## src/rtl/ups_spill_gate.sv

```systemverilog
module ups_spill_gate #(
  parameter int MAXN = 3
) (
  input  logic clk,
  input  logic rst,
  input  logic spill_i,
  input  logic armed_i,
  input  logic multi_i,
  output logic spill_hi_o,
  output logic go_o
);

  localparam int CW = $clog2(MAXN + 1);

  logic          spill_q;
  logic [CW-1:0] seen;
  logic          rise;
  logic          fall;

  always_ff @(posedge clk) begin
    spill_q <= spill_i;
  end

  assign rise       = spill_i & ~spill_q;
  assign fall       = ~spill_i & spill_q;
  assign spill_hi_o = spill_q;

  // Only edges seen while armed count toward the exposure.
  always_ff @(posedge clk) begin
    if (rst || !armed_i) begin
      seen <= '0;
    end else if (rise && (seen != CW'(MAXN))) begin
      seen <= seen + CW'(1);
    end
  end

  assign go_o = armed_i && fall && (seen == (multi_i ? CW'(MAXN) : CW'(1)));

endmodule

```

## config.mk

```make
export PLATFORM = sky130hd
export DESIGN_NAME = ups_spill_gate
export DESIGN_NICKNAME = d
export VERILOG_FILES = /design/src/rtl/ups_spill_gate.sv
export SDC_FILE = /design/constraint.sdc
export NUM_CORES = 1
export LEC_CHECK = 0
export BUFFER_PORTS_ARGS = -buffer_cell sky130_fd_sc_hd__buf_2
export CAP_MARGIN = 20
export CORE_AREA = 4 4 41 43
export CTS_BUF_LIST = sky130_fd_sc_hd__clkbuf_16
export CTS_CLUSTER_DIAMETER = 30
export CTS_CLUSTER_SIZE = 28
export DETAILED_ROUTE_END_ITERATION = 10
export DIE_AREA = 0 0 45 47
export RECOVER_POWER = 25
export SYNTH_ARGS = -nofsm -noshare
export SYNTH_HDL_FRONTEND = slang
export SYNTH_SLANG_ARGS = --single-unit
```

## constraint.sdc

```tcl
create_clock -name clk -period 2.37 [get_ports clk]
set_clock_uncertainty 0.15 [all_clocks]
set_input_delay 0.474 -clock clk [delete_from_list [all_inputs] [get_ports clk]]
set_output_delay 0.474 -clock clk [all_outputs]
set_load 0.03 [all_outputs]
```

* Word level (Yosys, flattened, before mapping)
Index checks and enable logic that the tools add are counted.
** Word-level totals
- Bits in registers :: 3
- Bits in latches :: 0
- RAM bits :: 0
- Memory bits (read-only) :: 0
- Input bits :: 5
- Word-level logic and storage cells :: 15
- Memories kept :: 0
** Cells by class
- $add $sub $neg :: 1
- Multiply operators :: 0
- Div/mod/pow operators :: 0
- Order comparisons :: 0
- Equal/unequal tests :: 2
- Shift-type cells :: 0
- Muxes and demuxes :: 1
- Bitwise operators :: 4
- Reduce and logical (&&, ||, !) cells :: 5
** Operators by type and width (count)
- $logic_and A1 B1 Y1 :: 3
- $add A2 B1 Y2 const B :: 1
- $and A1 B1 Y1 :: 2
- $eq A2 B2 Y1 :: 1
- $mux W2 :: 1
- $ne A2 B2 Y1 const B :: 1
- $not A1 Y1 :: 2
- $logic_not A1 Y1 :: 1
- $logic_or A1 B1 Y1 :: 1

* Longest topological paths before layout
Gate-level depths: netlist of run 1.
- Depth after elaboration :: 4
- Depth in mapped cells :: 3

* Worst setup path after synthesis of run 1
No wires, ideal clock.
- Path type :: register -> output
- Start :: register spill_q (netlist: spill_hi_o)
- End :: output go_o
- Data arrival time :: 1.065 ns
- Required time :: 1.746 ns
- Path slack :: 0.681 ns
- Stages on the path, launching flop included :: 3
- Path buffers :: 0
- Cell sequence :: dfxtp_1 nand4b_1 nor2_1
** Between the ends
- Longest elaborated chain between the ends :: 3
** Ends and longest elaborated chain
- from (decl) :: line 15 : logic spill_q;
- from (signal assigned) :: line 21 : spill_q <= spill_i;
- $and A1 B1 Y1 :: line 25 : assign fall = ~spill_i & spill_q;
- $logic_and A1 B1 Y1 (2 in series) :: line 37 : assign go_o = armed_i && fall && (seen == (multi_i ? CW'(MAXN) : CW'(1)));
- to (decl) :: line 10 : output logic go_o
No other way between the ends.

* Worst setup path in the final report of run 1
- Start :: input spill_i
- End :: output go_o
** Between the ends
- Longest elaborated chain between the ends :: 4
** Ends and longest elaborated chain
- from (decl) :: line 6 : input logic spill_i,
- $not A1 Y1 :: line 25
- $and A1 B1 Y1 :: line 25
- $logic_and A1 B1 Y1 (2 in series) :: line 37
No other way between the ends.

==> results of run 1 <==
## state kept, by name, summed over array words and instances (netlist names)
name / flops
seen: 2
spill_hi_o: 1
## area by class of cell
class                           instances  share of cell area
Clock buffer                            3              0.2691
Clock inverter                          1             0.01345
Multi-Input combinational cell         11              0.3318
Sequential cell                         3              0.2152
Tap cell                               15             0.06726
Timing Repair Buffer                    6              0.1031
## cells by family after synthesis
group,after synthesis,synth area share
AND/OR/NAND/NOR,7,0.3361
flip-flops,3,0.3935
multiplexers,2,0.1312
XOR/XNOR,1,0.05739
adder cells (fa/ha/maj),1,0.08195
## cells in the final DEF (no fill, tap or decap)
cell	count
nor2_1	1
clkbuf_16	3
nor3b_1	1
or3b_1	1
inv_1	1
clkbuf_1	1
nand3b_1	3
mux2i_1	2
dfxtp_1	3
buf_2	5
xor2_1	1
nand4b_1	1
ha_1	1
## metal layers
metal,GRT usage,vias up
li1,-,71
met2,0.05085,9
met1,0.04308,59
met4,0.07018,0
met5,0,-
met3,0.03831,0
## through the flow
| stage | instances | hold slack, ps | area, µm² | total power [W] |
|---|---|---|---|---|
| 6_report | 39 | 248.9 | 279.0 | 0.0003303 |
| 5_1_grt | 39 | 264.5 | 279.0 | 0.0003426 |
| 4_1_cts | 39 | 223.0 | 280.3 | 0.0003353 |
| 3_5_place_dp | 35 | 367.8 | 201.4 | 0.00006812 |
| 3_3_place_gp | 35 | 356.8 | 201.4 | 0.00006803 |
| 2_1_floorplan | 14 | 337.7 | 152.6 | 0.00006157 |
## worst paths after layout
path / endpoint / slack [ps] / cells past startpoint
min reg2reg: seen[1] / 370 / 2
max reg2reg: seen[0] / 1030 / 3
max: go_o / 700 / 4
min: spill_hi_o / 250 / 1
## worst max-delay path, stage by stage
cell and delay (ps):
clkbuf_1 90, nand4b_1 160, nor2_1 120, buf_2 200
## power by group
part,switching [W],leakage [nW],internal [W]
Sequential,0.00000136,0.0246,0.0000526
Combinational,0.00000667,0.0585,0.00000654
Clock,0.0000456,0.0423,0.000218
==> parameters.txt, run 1 <==
Parameter                              Value

Critical path
  CP startpoint ... spill_i
  Critical Path AT ... 1050 ps
  Data required time at the worst endpoint ... roughly 1800 ps
  FF-to-FF Start ... seen[0]
  Max Fanout on Critical Path ... 3
  Critical Path Source Type ... input pin
  Crit end category ... output pin
  Category of the most critical setup path ... input pin to output pin

Route
  Total DRC errors in the routed layout ... 0
  Number of violations reported at the end of detailed-routing iteration 0 ... 2
  Met3 Wirelength ... 46 µm
  Routed length on met2 ... ~150 µm
  Drt first pass iters ... 2
  Routed WL ... about 360 µm
  Vias per cell ... roughly 3.6
  Met1 Routed Length ... approximately 170 µm
  Number of routed nets with antenna violations ... 0
  Topmost layer with routed signal wires ... met3
  Total via count in the routed design ... roughly 140
  Per-cell routed wire length ... 9.179 µm

Flow run
  Max-cap violations ... 0

Die
  Initial standard-cell utilization of the core ... 0.1173
  Die footprint ... between 2000 and 2500 µm²
  Die extent in x ... about 45 µm
  Die Y-Extent ... about 47 µm
  Std-Cell Rows ... 13
  Core region area ... 1301 µm²
  Io pins ... 7

Final layout
  Synth-to-Final Area Change ... 82.79%
  Share of post-route cells with drive strength above 1 ... 0.3333
  Area taken by flip-flops and latches ... approximately 60 µm²
  Inserted Diodes ... 0
  Fill cell instance count of the final layout ... 152
  Multi-input combinational cell area ... about 93 µm²
  Final core utilization ... 0.2144
  Layout Nets ... 31

Clock tree
  Number of buffers created by CTS ... 3
  Clock transition at the registers of the reported paths ... 30 ps
  Insertion delay to the later sink of the worst-skew pair ... between 200 and 250 ps
  H-tree depth reported by CTS ... 1
  Clock Sinks ... 3
  Gates resized, CTS repair ... 0
  TritonCTS clock tree ... done
  Hold_buf cts ... 0
  Cell at the root of the clock tree ... clkbuf_16
  Worst-case clock buffer depth ... 2
  Post-CTS Setup Inserts ... 0

Synthesis
  Cell area after technology mapping ... between 150 and 200 µm²
  EDFF count, synth ... 0
  Area contributors post-synth ... dfxtp_1 (39%), nand3b_1 (15%), mux2i_1 (13%)
  Register bit total from synthesis ... 3
  Average cell area after synthesis ... about 11 µm²
  Share of the yosys chip area belonging to registers ... 0.3934
  Cell taking the most area after synthesis ... dfxtp_1
  Synth async-reset ratio ... 0
  Cells after Synth ... 14
  Synth unique cells ... 9
  Top FF cell, synth ... dfxtp_1
  Fraction of post-synthesis cell area in the top cell type by area ... 0.3934
  Leading cell types by count after synthesis ... dfxtp_1 (3), nand3b_1 (3), mux2i_1 (2)
  Yosys warning total ... 0
  Number of nets produced by synthesis ... 20

Worst hold path
  Hold WC Path Type ... input pin to flip-flop
  Beginning of the worst hold path ... spill_i

GRT
  Vias in the first global route ... around 160
  Overall track demand over capacity in global routing ... 0.04657
  Maximum number of pins on one net before global-route repair ... 6
  Remaining Overflow, GRT ... 0
  Antenna violations before repair ... 0
  Global-route wire length before repair ... around 580 µm

STA
  Worst setup slack after layout ... roughly 700 ps
  Tcrit/Tclk final ... 0.7056
  Number of failing setup endpoints in the final timing report ... 0
  Setup repair after global routing missed its margin ... false
  Slew @ Worst Pin ... between 300 and 400 ps
  Accumulated negative setup slack ... 0 ps
  Max Slew Vio Count ... 0
  Highest achievable clock rate ... about 600 MHz
  Minimum period implied by the final worst setup slack ... 1672 ps
  Worst slew margin relative to its limit ... 0.7352
  Final Hold Viols ... 0

Placement
  Number of input and output port buffers inserted ... 6
  Global placement routability congestion ... around 0.75
  Setup Slack @ Placement ... approximately 670 ps

Power
  Pwr per Cell Area ... 1184 nW/µm²
  Maximum resistive drop on vdd ... approximately 0.70 mV
  Leakage dissipation ... 0.1254 nW

Status
  Status ... finished, final reports clean
Power figures use the tool's default switching activity.
==> inputs of run 2 (changes only) <==
clock period = 1.36 ns   (was 2.37 ns; I/O delays follow)
==> run 2 against run 1 <==
The run now ends with setup timing left. Register-to-register slack worse by 1000 ps. Design area grew 17%. Clock power is 74% higher. Non-clock buffer count up 3. Wire length rose by 7.8%. Sequential share of layout area is 2.0 points lower. Hold slack worse by 200 ps. Critical path type is now flip-flop to output pin. Largest cell class unchanged.
==> parameters.txt, run 2 (synthesis gave the netlist of run 1 again) <==
Parameter                              Value

Status
  Status ... finished with violations
  Violated checks ... setup timing

Critical path
  Max Fanout on Critical Path ... 3
  Critical Path AT ... roughly 940 ps
  Category of the most critical setup path ... flip-flop to output pin
  Crit end category ... output pin
  Data required time at the worst endpoint ... roughly 940 ps
  Critical Path Source Type ... flip-flop
  Flop-to-flop setup slack ... about 20 ps

GRT
  Vias in the first global route ... 178
  Maximum number of pins on one net before global-route repair ... 6
  Remaining Overflow, GRT ... 0
  Antenna violations before repair ... 0
  Overall track demand over capacity in global routing ... 0.04972
  Global-route wire length before repair ... ~630 µm

STA
  Max Slew Vio Count ... 0
  Worst slew margin relative to its limit ... 0.8906
  Tcrit/Tclk final ... 1.004
  Setup repair after global routing missed its margin ... true
  Final Hold Viols ... 0
  Highest achievable clock rate ... 732.4 MHz
  Worst setup slack after layout ... -5.397 ps
  Slew @ Worst Pin ... 163.7 ps
  Number of failing setup endpoints in the final timing report ... 1
  Minimum period implied by the final worst setup slack ... ~1400 ps

Die
  Die Y-Extent ... between 40 and 50 µm
  Initial standard-cell utilization of the core ... 0.1173
  Die extent in x ... about 45 µm
  Io pins ... 7
  Die footprint ... 2115 µm²
  Core region area ... about 1300 µm²
  Std-Cell Rows ... 13

Route
  Total via count in the routed design ... 156
  Number of violations reported at the end of detailed-routing iteration 0 ... 0
  Vias per cell ... 3.714
  Met3 Wirelength ... about 40 µm
  Per-cell routed wire length ... 9.190 µm
  Routed WL ... between 300 and 400 µm
  Topmost layer with routed signal wires ... met4
  Met1 Routed Length ... roughly 180 µm
  Total DRC errors in the routed layout ... 0
  Number of routed nets with antenna violations ... 0
  Routed length on met2 ... 150 µm
  Drt first pass iters ... 1

Power
  Leakage dissipation ... ~0.14 nW
  Pwr per Cell Area ... around 1800 nW/µm²
  Post-layout power ... 0.0005824 W
  Maximum resistive drop on vdd ... 1.261 mV

Final layout
  Commonest cells after routing, fill and taps aside ... buf_2 (4), nand3b_1 (3), clkbuf_16 (3), buf_4 (3), dfxtp_2 (3)
  Layout Nets ... 34
  Share of post-route cells with drive strength above 1 ... 0.5926
  Most flops, register ... seen
  Fill cell instance count of the final layout ... ~150
  Most common cell after layout, fill and taps aside ... buf_2
  Multi-input combinational cell area ... about 110 µm²
  Inserted Diodes ... 0
  Area taken by flip-flops and latches ... around 64 µm²
  Synth-to-Final Area Change ... 113.9%
  Max FFs per register ... 2
  Cell Count, Final, Fillers Out ... between 40 and 50

Clock tree
  Cell at the root of the clock tree ... clkbuf_16
  Number of buffers created by CTS ... 3
  Insertion delay to the later sink of the worst-skew pair ... roughly 220 ps
  Worst-case clock buffer depth ... 2
  Clock transition at the registers of the reported paths ... roughly 30 ps
  Hold_buf cts ... 0
  H-tree depth reported by CTS ... 1
  TritonCTS clock tree ... done
  Clock Sinks ... 3

Flow run
  Max-cap violations ... 0

Placement
  Total instance count after detailed placement ... 36
  Global placement routability congestion ... between 0.6 and 0.7
  Number of input and output port buffers inserted ... 6

Worst hold path
  Hold WC Path Type ... input pin to flip-flop
-- run 2: timing repair --
| item | CTS | global route |
|---|---|---|
| setup buffers | 2 | 0 |
| gates resized for setup | 6 | 0 |
| pin swaps | 3 | 0 |
| cloned | 0 | 0 |
| endpoints found under the setup margin | 1 | 3 |
-- run 2: power by group --
group,switching [W],internal (W),leakage (nW)
combinational,0.0000143,0.0000156,0.0755
sequential,0.00000218,0.0000922,0.0256
clock,0.0000792,0.000379,0.0423
total,0.0000957,0.000487,0.143
-- run 2: worst max-delay path: stages, from the launching register on --
cell,delay (ps)
dfxtp_2,320
nand4b_1,150
nor2_4,110
buf_6,130
-- run 2: path summary, 6_finish.rpt --
kind / startpoint / endpoint / cells after the start
max: spill_hi_o / go_o / 3
min: spill_i / spill_hi_o / 1
max reg2reg: seen[1] / seen[0] / 5
min reg2reg: seen[0] / seen[0] / 3
-- run 2: cell type report --
class / instances / share of cell area
repair buffers: 9 / 0.1762
flip-flops and latches: 3 / 0.1954
clock buffers: 3 / 0.2299
well taps: 15 / 0.05747
multi-input cells: 11 / 0.3295
clock inverters: 1 / 0.01149
-- run 2: routing by layer --
metal | track usage | vias to the layer above
met3 | 0.02682 | 2
met2 | 0.06215 | 9
met1 | 0.04308 | 68
met5 | 0 | -
met4 | 0.08772 | 0
li1 | - | 77
-- run 2: metrics by stage --
stage	setup TNS, ps	worst slack [ps]	util	hold slack [ps]	cell area [µm²]
floorplan	0	3.043	-	149.7	160.2
global placement	0	11.98	0.1663	253.0	216.5
detailed placement	0	17.55	0.1663	253.3	216.5
CTS	-18.16	-18.16	0.2519	25.07	327.8
global route	-144.2	-56.79	0.2510	45.93	326.6
finish	-5.397	-5.397	0.2510	47.98	326.6
==> inputs of run 3 (changes only) <==
BUFFER_PORTS_ARGS = -buffer_cell sky130_fd_sc_hd__buf_4   (was -buffer_cell sky130_fd_sc_hd__buf_2)
==> run 3 against run 2 <==
The run still ends with setup timing left. Non-clock buffer count increased by 2. Utilization rose by 4.0 points. Wire length rose by 12%.
==> parameters.txt, run 3 (synthesis gave the netlist of run 1 again) <==
Parameter                              Value

Final layout
  Final core utilization ... 0.2913
  Cell Count, Final, Fillers Out ... 44
  Commonest cells after routing, fill and taps aside ... buf_4 (9), nand3b_1 (3), clkbuf_16 (3)
  Inserted Diodes ... 0
  Final standard cell area without fillers ... approximately 380 µm²
  Most flops, register ... seen
  Most common cell after layout, fill and taps aside ... buf_4
  Max FFs per register ... 2
  Layout Nets ... 36
  Share of post-route cells with drive strength above 1 ... 0.7241
  Synth-to-Final Area Change ... 148.4%

Die
  Core region area ... ~1300 µm²
  Io pins ... 7
  Die Y-Extent ... about 47 µm
  Std-Cell Rows ... 13
  Die extent in x ... approximately 45 µm
  Die footprint ... between 2000 and 2500 µm²
  Initial standard-cell utilization of the core ... 0.1173

GRT
  Antenna violations before repair ... 0
  Vias in the first global route ... approximately 170
  Remaining Overflow, GRT ... 0
  Global-route wire length before repair ... between 600 and 700 µm
  Overall track demand over capacity in global routing ... 0.04736
  Maximum number of pins on one net before global-route repair ... 6

Critical path
  Category of the most critical setup path ... flip-flop to output pin
  CP startpoint ... seen[0]
  Cell count of the worst reg-to-reg path ... 5
  Flop-to-flop setup slack ... roughly 40 ps
  Family of cells with the greatest summed delay on the critical path ... flip-flops
  Stages on worst setup path ... 3
  Max Fanout on Critical Path ... 3
  Endpoint of the lowest-slack register-to-register path ... seen[1]
  Crit end category ... output pin
  Largest stage delay on the critical path ... approximately 350 ps
  Data required time at the worst endpoint ... roughly 940 ps
  Critical Path Source Type ... flip-flop
  Critical Path AT ... ~950 ps
  FF-to-FF Start ... seen[1]
  Worst path cell trace ... nand4b_1 -> nor2_4 -> buf_6
  CP max stage cell ... dfxtp_4
  CP Buf/Inv Count ... 1

Power
  Post-layout power ... around 0.0006 W
  Pwr per Cell Area ... 1563 nW/µm²
  Maximum resistive drop on vdd ... between 0.7 and 0.8 mV
  Leakage dissipation ... ~0.16 nW

Clock tree
  Number of buffers created by CTS ... 3
  Clock Sinks ... 3
  Clock transition at the registers of the reported paths ... roughly 30 ps
  Worst-case clock buffer depth ... 2
  Cell at the root of the clock tree ... clkbuf_16
  H-tree depth reported by CTS ... 1
  TritonCTS clock tree ... done
  Insertion delay to the later sink of the worst-skew pair ... between 200 and 250 ps
  Hold_buf cts ... 0

Route
  Routed WL ... 432 µm
  Drt first pass iters ... 3
  Total DRC errors in the routed layout ... 0
  Number of routed nets with antenna violations ... 0
  Number of violations reported at the end of detailed-routing iteration 0 ... 1
  Total via count in the routed design ... approximately 160
  Per-cell routed wire length ... 9.818 µm
  Vias per cell ... about 3.7

STA
  Slew @ Worst Pin ... roughly 130 ps
  Tcrit/Tclk final ... 1.009
  Post-route worst hold slack ... 17.15 ps
  Setup repair after global routing missed its margin ... true
  Worst slew margin relative to its limit ... 0.9094
  Number of failing setup endpoints in the final timing report ... 1
  Max Slew Vio Count ... 0
  Minimum period implied by the final worst setup slack ... 1373 ps
  Worst setup slack after layout ... -12.84 ps
  Highest achievable clock rate ... roughly 730 MHz
  Final Hold Viols ... 0

Placement
  Number of input and output port buffers inserted ... 6
  Global placement routability congestion ... slightly below 0.7
  Post-DP Area ... ~230 µm²
  Total instance count after detailed placement ... 36

Worst hold path
  Hold WC Path Type ... input pin to flip-flop
  Worst Hold Endpoint ... spill_hi_o
  Beginning of the worst hold path ... spill_i
  Hold-critical path depth ... 1

Status
  Violated checks ... setup timing
  Status ... finished with violations

Flow run
  Max-cap violations ... 0
run 3: metrics by stage:
step	worst slack (ps)	TNS [ps]
floorplan	3.043	0
global placement	49.97	0
detailed placement	60.71	0
CTS	-11.02	-11.02
global route	-42.23	-70.14
finish	-12.84	-12.84
run 3: cell type report:
cell class	instances	area, µm²
fillers	147	922.1
multi-input cells	11	125.1
repair buffers	11	90.09
clock buffers	3	75.07
flip-flops and latches	3	66.31
well taps	15	18.77
clock inverters	1	3.754
run 3: timing repair:
item | 4_1_cts | 5_1_grt
endpoints found under the hold margin | 0 | 0
setup endpoints to repair | 1 | 3
pin swaps | 3 | 3
gates resized for setup | 5 | 5
setup buffers | 2 | 2
run 3: worst register-to-register path, stage by stage (launching register included):
cell and delay, ps:
dfxtp_2 330, buf_6 120, ha_4 150, nor3b_2 160, buf_4 140, mux2i_1 190
run 3: where the power goes:
part           internal, W  leakage, nW   total, W  switching (W)
registers        0.0000908       0.0259  0.0000936     0.00000279
logic            0.0000247       0.0927  0.0000405      0.0000158
clock network     0.000379       0.0423   0.000458      0.0000794
total             0.000495        0.161   0.000593      0.0000980
run 3: per-layer routing:
metal	up-vias	share of wire	GRT usage
li1	80	-	-
met1	72	0.41	0.04535
met2	10	0.44	0.06215
met3	2	0.12	0.03448
met4	0	0.037	0.05263
met5	-	0	0
run 3: worst max-delay path by stage:
stage	end	slack [ps]
final	go_o	-10
after floorplan	go_o	3
after CTS	go_o	-10
after global placement	go_o	50
after detailed placement	go_o	60
after global routing	go_o	-40
